### config.mk
export PLATFORM = sky130hd
export DESIGN_NAME = mux_dram_ctrl
export DESIGN_NICKNAME = d
export VERILOG_FILES = /design/src/rtl/dram_pkg.sv /design/src/rtl/dram_seq.sv /design/src/rtl/dram_array.sv /design/src/rtl/mux_dram_ctrl.sv
export SDC_FILE = /design/constraint.sdc
export NUM_CORES = 1
export LEC_CHECK = 0
export ABC_AREA = 1
export CAP_MARGIN = 20
export CELL_PAD_IN_SITES_DETAIL_PLACEMENT = 1
export CELL_PAD_IN_SITES_GLOBAL_PLACEMENT = 1
export CORE_UTILIZATION = 44
export DETAILED_ROUTE_END_ITERATION = 10
export GPL_TIMING_DRIVEN = 1
export PLACE_DENSITY = 0.77
export SLEW_MARGIN = 0
export SYNTH_ARGS = -nofsm -noshare
export SYNTH_HDL_FRONTEND = slang
export SYNTH_HIERARCHICAL = 1
export SYNTH_SLANG_ARGS = --single-unit
### constraint.sdc
create_clock -name clk -period 2 [get_ports clk]
set_input_delay 0.3 -clock clk [delete_from_list [all_inputs] [get_ports clk]]
set_output_delay 0.3 -clock clk [all_outputs]
set_load 0.02 [all_outputs]
### src/rtl/dram_pkg.sv
package dram_pkg;

    typedef enum logic [2:0] {
        ST_IDLE    = 3'd0,
        ST_RAS     = 3'd1,
        ST_ROWLOAD = 3'd2,
        ST_CAS     = 3'd3,
        ST_DATA    = 3'd4
    } seq_state_e;

endpackage

### src/rtl/dram_seq.sv
module dram_seq #(
    parameter int AW = 2,
    parameter int DW = 8
) (
    input  logic            clk,
    input  logic            rst_n,
    input  logic            req_valid,
    input  logic            req_write,
    input  logic [2*AW-1:0] req_idx,
    input  logic [DW-1:0]   req_wdata,
    output logic            busy,
    output logic            done,
    output logic [AW-1:0]   bus_addr,
    output logic            row_stb,
    output logic            col_stb,
    output logic            patch_en,
    output logic            wb_stb,
    output logic [DW-1:0]   patch_data
);
    import dram_pkg::*;

    localparam int IW = 2 * AW;

    typedef struct packed {
        seq_state_e    st;
        logic [IW-1:0] idx;
        logic          wr;
        logic [DW-1:0] wdata;
    } seq_t;

    seq_t q, d;

    always_comb begin
        d = q;
        unique case (q.st)
            ST_IDLE: begin
                if (req_valid) begin
                    d.st    = ST_RAS;
                    d.idx   = req_idx;
                    d.wr    = req_write;
                    d.wdata = req_wdata;
                end
            end
            ST_RAS:     d.st = ST_ROWLOAD;
            ST_ROWLOAD: d.st = ST_CAS;
            ST_CAS:     d.st = ST_DATA;
            ST_DATA:    d.st = ST_IDLE;
            default:    d.st = ST_IDLE;
        endcase
    end

    always_ff @(posedge clk) begin
        if (!rst_n) begin
            q <= '{st: ST_IDLE, idx: '0, wr: 1'b0, wdata: '0};
        end else begin
            q <= d;
        end
    end

    always_comb begin
        busy       = (q.st != ST_IDLE);
        done       = (q.st == ST_DATA);
        row_stb    = (q.st == ST_RAS);
        col_stb    = (q.st == ST_CAS);
        patch_en   = col_stb && q.wr;
        wb_stb     = done && q.wr;
        patch_data = q.wdata;
        if (row_stb)      bus_addr = q.idx[IW-1:AW];
        else if (col_stb) bus_addr = q.idx[AW-1:0];
        else              bus_addr = '0;
    end

endmodule

### src/rtl/dram_array.sv
module dram_array #(
    parameter int AW = 2,
    parameter int DW = 8
) (
    input  logic          clk,
    input  logic          rst_n,
    input  logic [AW-1:0] bus_addr,
    input  logic          row_stb,
    input  logic          col_stb,
    input  logic          patch_en,
    input  logic [DW-1:0] patch_data,
    input  logic          wb_stb,
    output logic [DW-1:0] data_out
);
    localparam int NROW = 1 << AW;
    localparam int NCOL = 1 << AW;

    typedef logic [NCOL-1:0][DW-1:0] row_t;

    typedef struct packed {
        logic [NROW-1:0][NCOL-1:0][DW-1:0] cells;
        row_t                              rbuf;
        logic [AW-1:0]                     open_row;
        logic [DW-1:0]                     data;
    } core_t;

    core_t q, d;

    // Column taps of the row buffer
    logic [DW-1:0] col_tap [NCOL];
    for (genvar c = 0; c < NCOL; c++) begin : g_tap
        assign col_tap[c] = q.rbuf[c];
    end

    always_comb begin
        d = q;
        if (row_stb) begin
            d.rbuf     = q.cells[bus_addr];
            d.open_row = bus_addr;
        end
        if (col_stb) begin
            if (patch_en) begin
                d.rbuf[bus_addr] = patch_data;
                d.data           = patch_data;
            end else begin
                d.data = col_tap[bus_addr];
            end
        end
        if (wb_stb) begin
            d.cells[q.open_row] = q.rbuf;
        end
    end

    always_ff @(posedge clk) begin
        if (!rst_n) begin
            q <= '0;
        end else begin
            q <= d;
        end
    end

    assign data_out = q.data;

endmodule

### src/rtl/mux_dram_ctrl.sv
module mux_dram_ctrl #(
    parameter int AW = 2,
    parameter int DW = 8
) (
    input  logic            clk,
    input  logic            rst_n,
    input  logic            req_valid,
    input  logic            req_write,
    input  logic [2*AW-1:0] req_idx,
    input  logic [DW-1:0]   req_wdata,
    output logic            busy,
    output logic            done,
    output logic [DW-1:0]   rd_data,
    output logic [AW-1:0]   dram_addr,
    output logic            row_strobe,
    output logic            col_strobe
);
    logic          patch_en;
    logic          wb_stb;
    logic [DW-1:0] patch_data;

    dram_seq #(.AW(AW), .DW(DW)) u_seq (
        .clk        (clk),
        .rst_n      (rst_n),
        .req_valid  (req_valid),
        .req_write  (req_write),
        .req_idx    (req_idx),
        .req_wdata  (req_wdata),
        .busy       (busy),
        .done       (done),
        .bus_addr   (dram_addr),
        .row_stb    (row_strobe),
        .col_stb    (col_strobe),
        .patch_en   (patch_en),
        .wb_stb     (wb_stb),
        .patch_data (patch_data)
    );

    dram_array #(.AW(AW), .DW(DW)) u_array (
        .clk        (clk),
        .rst_n      (rst_n),
        .bus_addr   (dram_addr),
        .row_stb    (row_strobe),
        .col_stb    (col_strobe),
        .patch_en   (patch_en),
        .patch_data (patch_data),
        .wb_stb     (wb_stb),
        .data_out   (rd_data)
    );

endmodule

## Word-level counts from Yosys, hierarchy flattened

Index checks and enable logic that the tools add are counted.

| storage, ports and cells | value |
|---|---|
| bits in registers | 186 |
| output and inout port bits | 14 |
| logic and storage cells | 63 |

| operators by class | value |
|---|---|
| magnitude comparators | 5 |
| equal/unequal tests | 5 |
| multiplexer cells | 19 |
| bitwise logic cells | 1 |
| reduce and logical (&&, ||, !) cells | 7 |

Operators by type and width:

| cell | number |
|---|---|
| 128-bit bitwise mux | 1 |
| 32-bit two-way mux | 4 |
| 32-bit binary-select mux with 2-bit select | 1 |
| 32-bit demux with 2-bit select | 1 |
| 34-bit two-way mux | 1 |
| 32-bit bitwise mux | 1 |
| 8-bit two-way mux | 4 |
| 8-bit binary-select mux with 2-bit select | 1 |
| 8-bit demux with 2-bit select | 1 |
| 16-bit two-way mux | 1 |
| 3-bit one-hot mux with 4 select lines | 1 |
| 3-bit by 2-bit == test with 1-bit output (second input constant) | 2 |
| 2-bit by 3-bit < comparator with 1-bit output (second input constant) | 2 |
| 2-bit by 1-bit >= comparator with 1-bit output (second input constant) | 2 |
| 1-bit logical AND | 4 |
| 2-bit two-way mux | 2 |
| 3-bit by 1-bit == test with 1-bit output (second input constant) | 1 |
| 3-bit == test (second input constant) | 1 |
| 3-bit >= comparator (second input constant) | 1 |
| 3-bit zero test | 1 |
| 2-bit NOT with 3-bit output | 1 |
| 3-bit nonzero test | 1 |
| 2-bit != test (second input constant) | 1 |
| 2-bit AND reduction | 1 |

## Depth between registers and ports, before layout

| logic depth | value |
|---|---|
| word-level depth | 10 |
| mapped depth | 13 |
| mapped depth without buffers | 10 |

## By module

Netlist, hierarchy kept.

Modules (own cells, without submodules):

| module | instances | cells each | area each (sq um) | seq. area each (sq um) |
|---|---|---|---|---|
| dram_array | 1 | 1128 | 7587.3 | 3403.3 |
| dram_seq | 1 | 139 | 893.4 | 320.3 |

## Least setup slack after synthesis

No wires, ideal clock.

| path | value |
|---|---|
| kind | reg2reg |
| from | register u_seq/q[14] in the netlist's numbering |
| to | register u_array.q, in the netlist u_array/col_tap[16] |
| arrival time | 2.017 ns |
| data required time | 1.882 ns |
| path slack | -0.135 ns |
| cell stages (with the launch flop) | 11 |
| cell sequence | dfxtp_1 inv_1 nand3_1 o22ai_1 buf_4 inv_2 buf_6 nor3_4 inv_2 o21ai_1 a21oi_1 |

| between the ends | value |
|---|---|
| longest elaborated chain between the ends | 10 |
| elaborated cells between the ends (all ways) | 16 |
| classes of those cells | 2 x order compare; 2 x eq/ne; 10 x mux; 2 x reduce/logical |

Ends and longest elaborated chain:

| what | RTL line | RTL |
|---|---|---|
| start, declared | dram_seq.sv:31 | `seq_t q, d;` |
| start signal, assigned | dram_seq.sv:54 | `q <= '{st: ST_IDLE, idx: '0, wr: 1'b0, wdata: '0};` |
| 3-bit by 2-bit == test with 1-bit output | dram_seq.sv:64 | `col_stb = (q.st == ST_CAS);` |
| 2-bit two-way mux | dram_seq.sv:69 | `else if (col_stb) bus_addr = q.idx[AW-1:0];` |
| 2-bit two-way mux * | dram_seq.sv:68 | `if (row_stb) bus_addr = q.idx[IW-1:AW];` |
| net dram_addr[0] | mux_dram_ctrl.sv:14 | `output logic [AW-1:0] dram_addr,` |
| 2-bit by 3-bit < comparator with 1-bit output (implied by the code) / 2-bit by 1-bit >= comparator with 1-bit output (equally long branches) | dram_array.sv:43 | `d.rbuf[bus_addr] = patch_data;` |
| 1-bit logical AND (implied by the code) | dram_array.sv:43 |  |
| 8-bit two-way mux (implied by the code) | dram_array.sv:43 |  |
| 8-bit demux with 2-bit select | -- |  |
| 32-bit bitwise mux | dram_array.sv:43 |  |
| 32-bit two-way mux | dram_array.sv:42 | `if (patch_en) begin` |
| 32-bit two-way mux * | dram_array.sv:41 | `if (col_stb) begin` |
| end signal, assigned | dram_array.sv:56 | `q <= '0;` |
| end signal, assigned | dram_array.sv:58 | `q <= d;` |
| end, declared | dram_array.sv:27 | `core_t q, d;` |

Mark *: on every way through the listed nets, which the timed path passes. The rest lies on a longest branch. The select of a mux whose other input is x is not followed.
A chain may end at the register's enable or synchronous reset.

## Worst setup path after layout

| path | value |
|---|---|
| from | register u_seq/q[15] in the netlist's numbering |
| to | register u_array.q, in the netlist u_array/col_tap[30] |

| between the ends | value |
|---|---|
| longest elaborated chain between the ends | 10 |
| elaborated cells between the ends (all ways) | 16 |
| classes of those cells | 2 x order compare; 2 x eq/ne; 10 x mux; 2 x reduce/logical |

Ends and longest elaborated chain:

| what | RTL line |
|---|---|
| 3-bit by 2-bit == test with 1-bit output | dram_seq.sv:64 |
| 2-bit two-way mux | dram_seq.sv:69 |
| 2-bit two-way mux | dram_seq.sv:68 |
| 2-bit by 3-bit < comparator with 1-bit output (implied by the code) / 2-bit by 1-bit >= comparator with 1-bit output (equally long branches) | dram_array.sv:43 |
| 1-bit logical AND (implied by the code) | dram_array.sv:43 |
| 8-bit two-way mux (implied by the code) | dram_array.sv:43 |
| 8-bit demux with 2-bit select | -- |
| 32-bit bitwise mux | dram_array.sv:43 |
| 32-bit two-way mux | dram_array.sv:42 |
| 32-bit two-way mux * | dram_array.sv:41 |

Mark *: on every way between the ends. The rest lies on a longest branch, timed or not. The select of a mux whose other input is x is not followed.

==> flow_summary.json <==
{
  "final_worst_path_period_share": 0.9790,
  "die_area_mm2": 0.01983,
  "final_max_slew_violation_count": 0,
  "yosys-top-cells-count": "nand2_1 (324), dfxtp_1 (186), o21ai_0 (173), a21oi_1 (164), inv_1 (136)",
  "syn-instance-count": 1267,
  "finalCoreUtilization": 0.5309,
  "routed_via_density": 5.393,
  "initial_utilization": 0.4519,
  "final_antenna_net_count": 0,
  "worstSetupEndpointType": "flip-flop",
  "design.portCount": 30,
  "drt_wl_total_um": 27530,
  "arrival_ns": 2.29,
  "globalRouteTotalUtil": 0.2748,
  "htreeDepth": 4,
  "dominant_cell_by_count_in_the_synthesized_netlist": "nand2_1",
  "final_hold_viol_count": 0,
  "setup_tns_ns": 0,
  "netlist_top_cells_area": "dfxtp_1 (44%), nand2_1 (14%), o21ai_0 (10%)",
  "report.power.total_mw": 7.938,
  "tritoncts.num_buffers": 17,
  "seq_area_frac_synth": 0.4391,
  "num_vias": 8171,
  "fin_nets": 1284,
  "wire_length_of_the_first_global_routing_pass_um": 42390,
  "dp.final_hpwl_um": 16100,
  "outcome": "finished clean",
  "layoutNonFillerInstCount": 1515,
  "skew_final_ns": 0.01392,
  "ys.warnings.count": 6,
  "synth.ff_latch_count": 186,
  "vdd_ir_drop_max_mv": 0.6296,
  "async_reset_ff_frac": 0,
  "number_of_rows_created_at_floorplan": 50,
  "core_area_mm2": 0.01877,
  "place.gp.congestion": 0.7880,
  "first_global_vias": 8004,
  "critical_path_class": "reg -> reg",
  "floorplan.die.height_um": 140.8,
  "drc": 0,
  "maximum_number_of_pins_on_one_net_before_global_route_repair": 104,
  "ctsLongestPathBuffers": 2,
  "setup_violations": 0,
  "n_antenna_cell": 0,
  "max_cap_viols": 0,
  "gr-total-overflow": 0,
  "ys.flop_type": "dfxtp_1",
  "wl_per_cell_um": 18.17,
  "finalWorstPathRequiredPeriod_ns": 1.958,
  "port_buffers": 29,
  "avgSynthCellArea_um2": 6.693,
  "drive_gt1_frac": 0.09446,
  "power-per-cell-area_mw_per_mm2": 796.7,
  "setup.reg_to_reg.worst_slack_ns": 0.04,
  "synth_to_final_area_change_pct": 17.48,
  "critical_path_fanout_max": 7,
  "die_w_um": 140.8,
  "timing.critical_path.required_ns": 2.33,
  "worstSkewPairLatency_ns": 0.44,
  "drt-initial-drc-count": 418,
  "synth_nets": 1283,
  "clock_sinks": 186,
  "cts.reportedPaths.clkPinSlew_ns": 0.08,
  "synthDominantCellAreaShare": 0.4391,
  "synth_edf_count": 0,
  "worstSetupStartpointType": "flip-flop",
  "fmax_mhz": 510.8,
  "worstHoldPathType": "in -> reg",
  "top_cell_type_by_total_area_after_synthesis": "dfxtp_1",
  "placed_cells_incl_taps": 1469,
  "slew_headroom": 0.6440,
  "tightest_slew_ns": 0.5334,
  "mappedNetlistArea_mm2": 0.008481,
  "static-leakage-power_nw": 4.085,
  "tritoncts_clock_tree": "yes",
  "synth.lib_cells_used.distinct": 23,
  "detail_route.first_pass.iterations": 5,
  "cts_root_buf": "clkbuf_16",
  "grt_antenna_before_repair": 0
}
[worst paths after layout]
path	to	cells after the start	startpoint
hold / removal	u_seq/patch_data[1]	4	rst_n
hold reg to reg	u_array/q[116]	2	u_array/q[116]
setup reg to reg	u_array/col_tap[30]	13	u_seq/q[15]
setup / recovery	u_array/col_tap[30]	13	u_seq/q[15]
[layout make-up]
class | instances | area [um^2]
Fill cell | 2455 | 8805
Multi-Input combinational cell | 842 | 3832
Timing Repair Buffer | 79 | 978.4
Clock inverter | 14 | 152.6
Tap cell | 234 | 292.8
Inverter | 142 | 540.5
Sequential cell | 186 | 3727
Clock buffer | 18 | 439.2
[through the flow]
stage | area, um^2 | setup slack [ns] | hold WS, ns
floorplan | 8493 | 0.01593 | 0.4213
global placement | 9047 | 0.1050 | 0.4308
detailed placement | 9047 | 0.05336 | 0.4350
CTS | 9647 | 0.002440 | 0.3504
global route | 9963 | -0.01332 | 0.3552
finish | 9963 | 0.04210 | 0.3295
[per-layer routing]
layer / track usage / up-vias / share of wire
li1: - / 4027 / -
met1: 0.3530 / 3979 / 0.47
met2: 0.4800 / 137 / 0.48
met3: 0.04178 / 28 / 0.035
met4: 0.07094 / 0 / 0.012
met5: 0 / - / 0
[registers in the layout (all words and copies together) (netlist names)]
signal and count:
u_seq/q 8, u_array/q 130, u_array/data_out 8, u_array/col_tap 32, u_seq/patch_data 8
[cell families after synthesis]
kind of cell           synth area share
AO/OA/AOI/OAI                    0.2080
buffers and inverters            0.1208
flip-flops                       0.4391
AND/OR/NAND/NOR                  0.2321
[report_power, final]
part | switching [mW] | internal, mW
combinational | 0.428 | 0.233
sequential | 0.0863 | 3.75
clock | 1.64 | 1.81
total | 2.15 | 5.79
[worst max-delay path, cell delays in order, from the launching register on]
cell       delay, ns
dfxtp_2         0.35
inv_4           0.08
nand3_4         0.08
buf_6           0.14
o22ai_4         0.20
buf_12          0.17
buf_6           0.13
nor2_4          0.04
buf_4           0.16
clkbuf_16       0.16
nand2_1         0.06
nand3_1         0.09
nand2_1         0.10
a21oi_1         0.07
[repair_timing]
action / in CTS / in global routing
resized for setup: 19 / 28
endpoints found under the setup margin: 6 / 60
cloned: 0 / 6
hold buffers: 0 / 0
setup buffers: 0 / 8
pin swaps: 0 / 5
[cell usage in the layout (no fill, tap or decap)]
| cell | netlist | final |
|---|---|---|
| buf_6 | 3 | 4 |
| buf_4 | 21 | 25 |
| nand2_1 | 324 | 319 |
| dlygate4sd2_1 | 0 | 3 |
| clkinv_1 | 1 | 1 |
| nor4_2 | 0 | 1 |
| clkdlybuf4s15_2 | 0 | 1 |
| nor3_4 | 2 | 2 |
| clkbuf_16 | 0 | 23 |
| inv_8 | 0 | 5 |
| nand3_1 | 33 | 29 |
| nor2_2 | 2 | 2 |
| inv_6 | 0 | 2 |
| inv_4 | 0 | 3 |
| nor2_1 | 112 | 111 |
| a21oi_1 | 164 | 159 |
| nand3_2 | 0 | 3 |
| clkdlybuf4s50_1 | 0 | 22 |
| clkinvlp_4 | 0 | 3 |
| buf_16 | 0 | 1 |
| o21ai_0 | 173 | 173 |
| nor3_1 | 1 | 1 |
| clkbuf_8 | 0 | 1 |
| clkinv_4 | 0 | 3 |
| nand4_1 | 13 | 13 |
| buf_2 | 21 | 2 |
| nand3_4 | 1 | 2 |
| bufinv_16 | 0 | 1 |
| dfxtp_2 | 0 | 3 |
| nand2_2 | 0 | 5 |
| a21oi_2 | 0 | 5 |
| o21ai_1 | 13 | 13 |
| buf_12 | 0 | 15 |
| inv_2 | 5 | 5 |
| inv_1 | 136 | 133 |
| dfxtp_1 | 186 | 183 |
| o22ai_4 | 0 | 2 |
| nor2_4 | 1 | 2 |
Note: power is estimated with default switching activity, not from simulation.
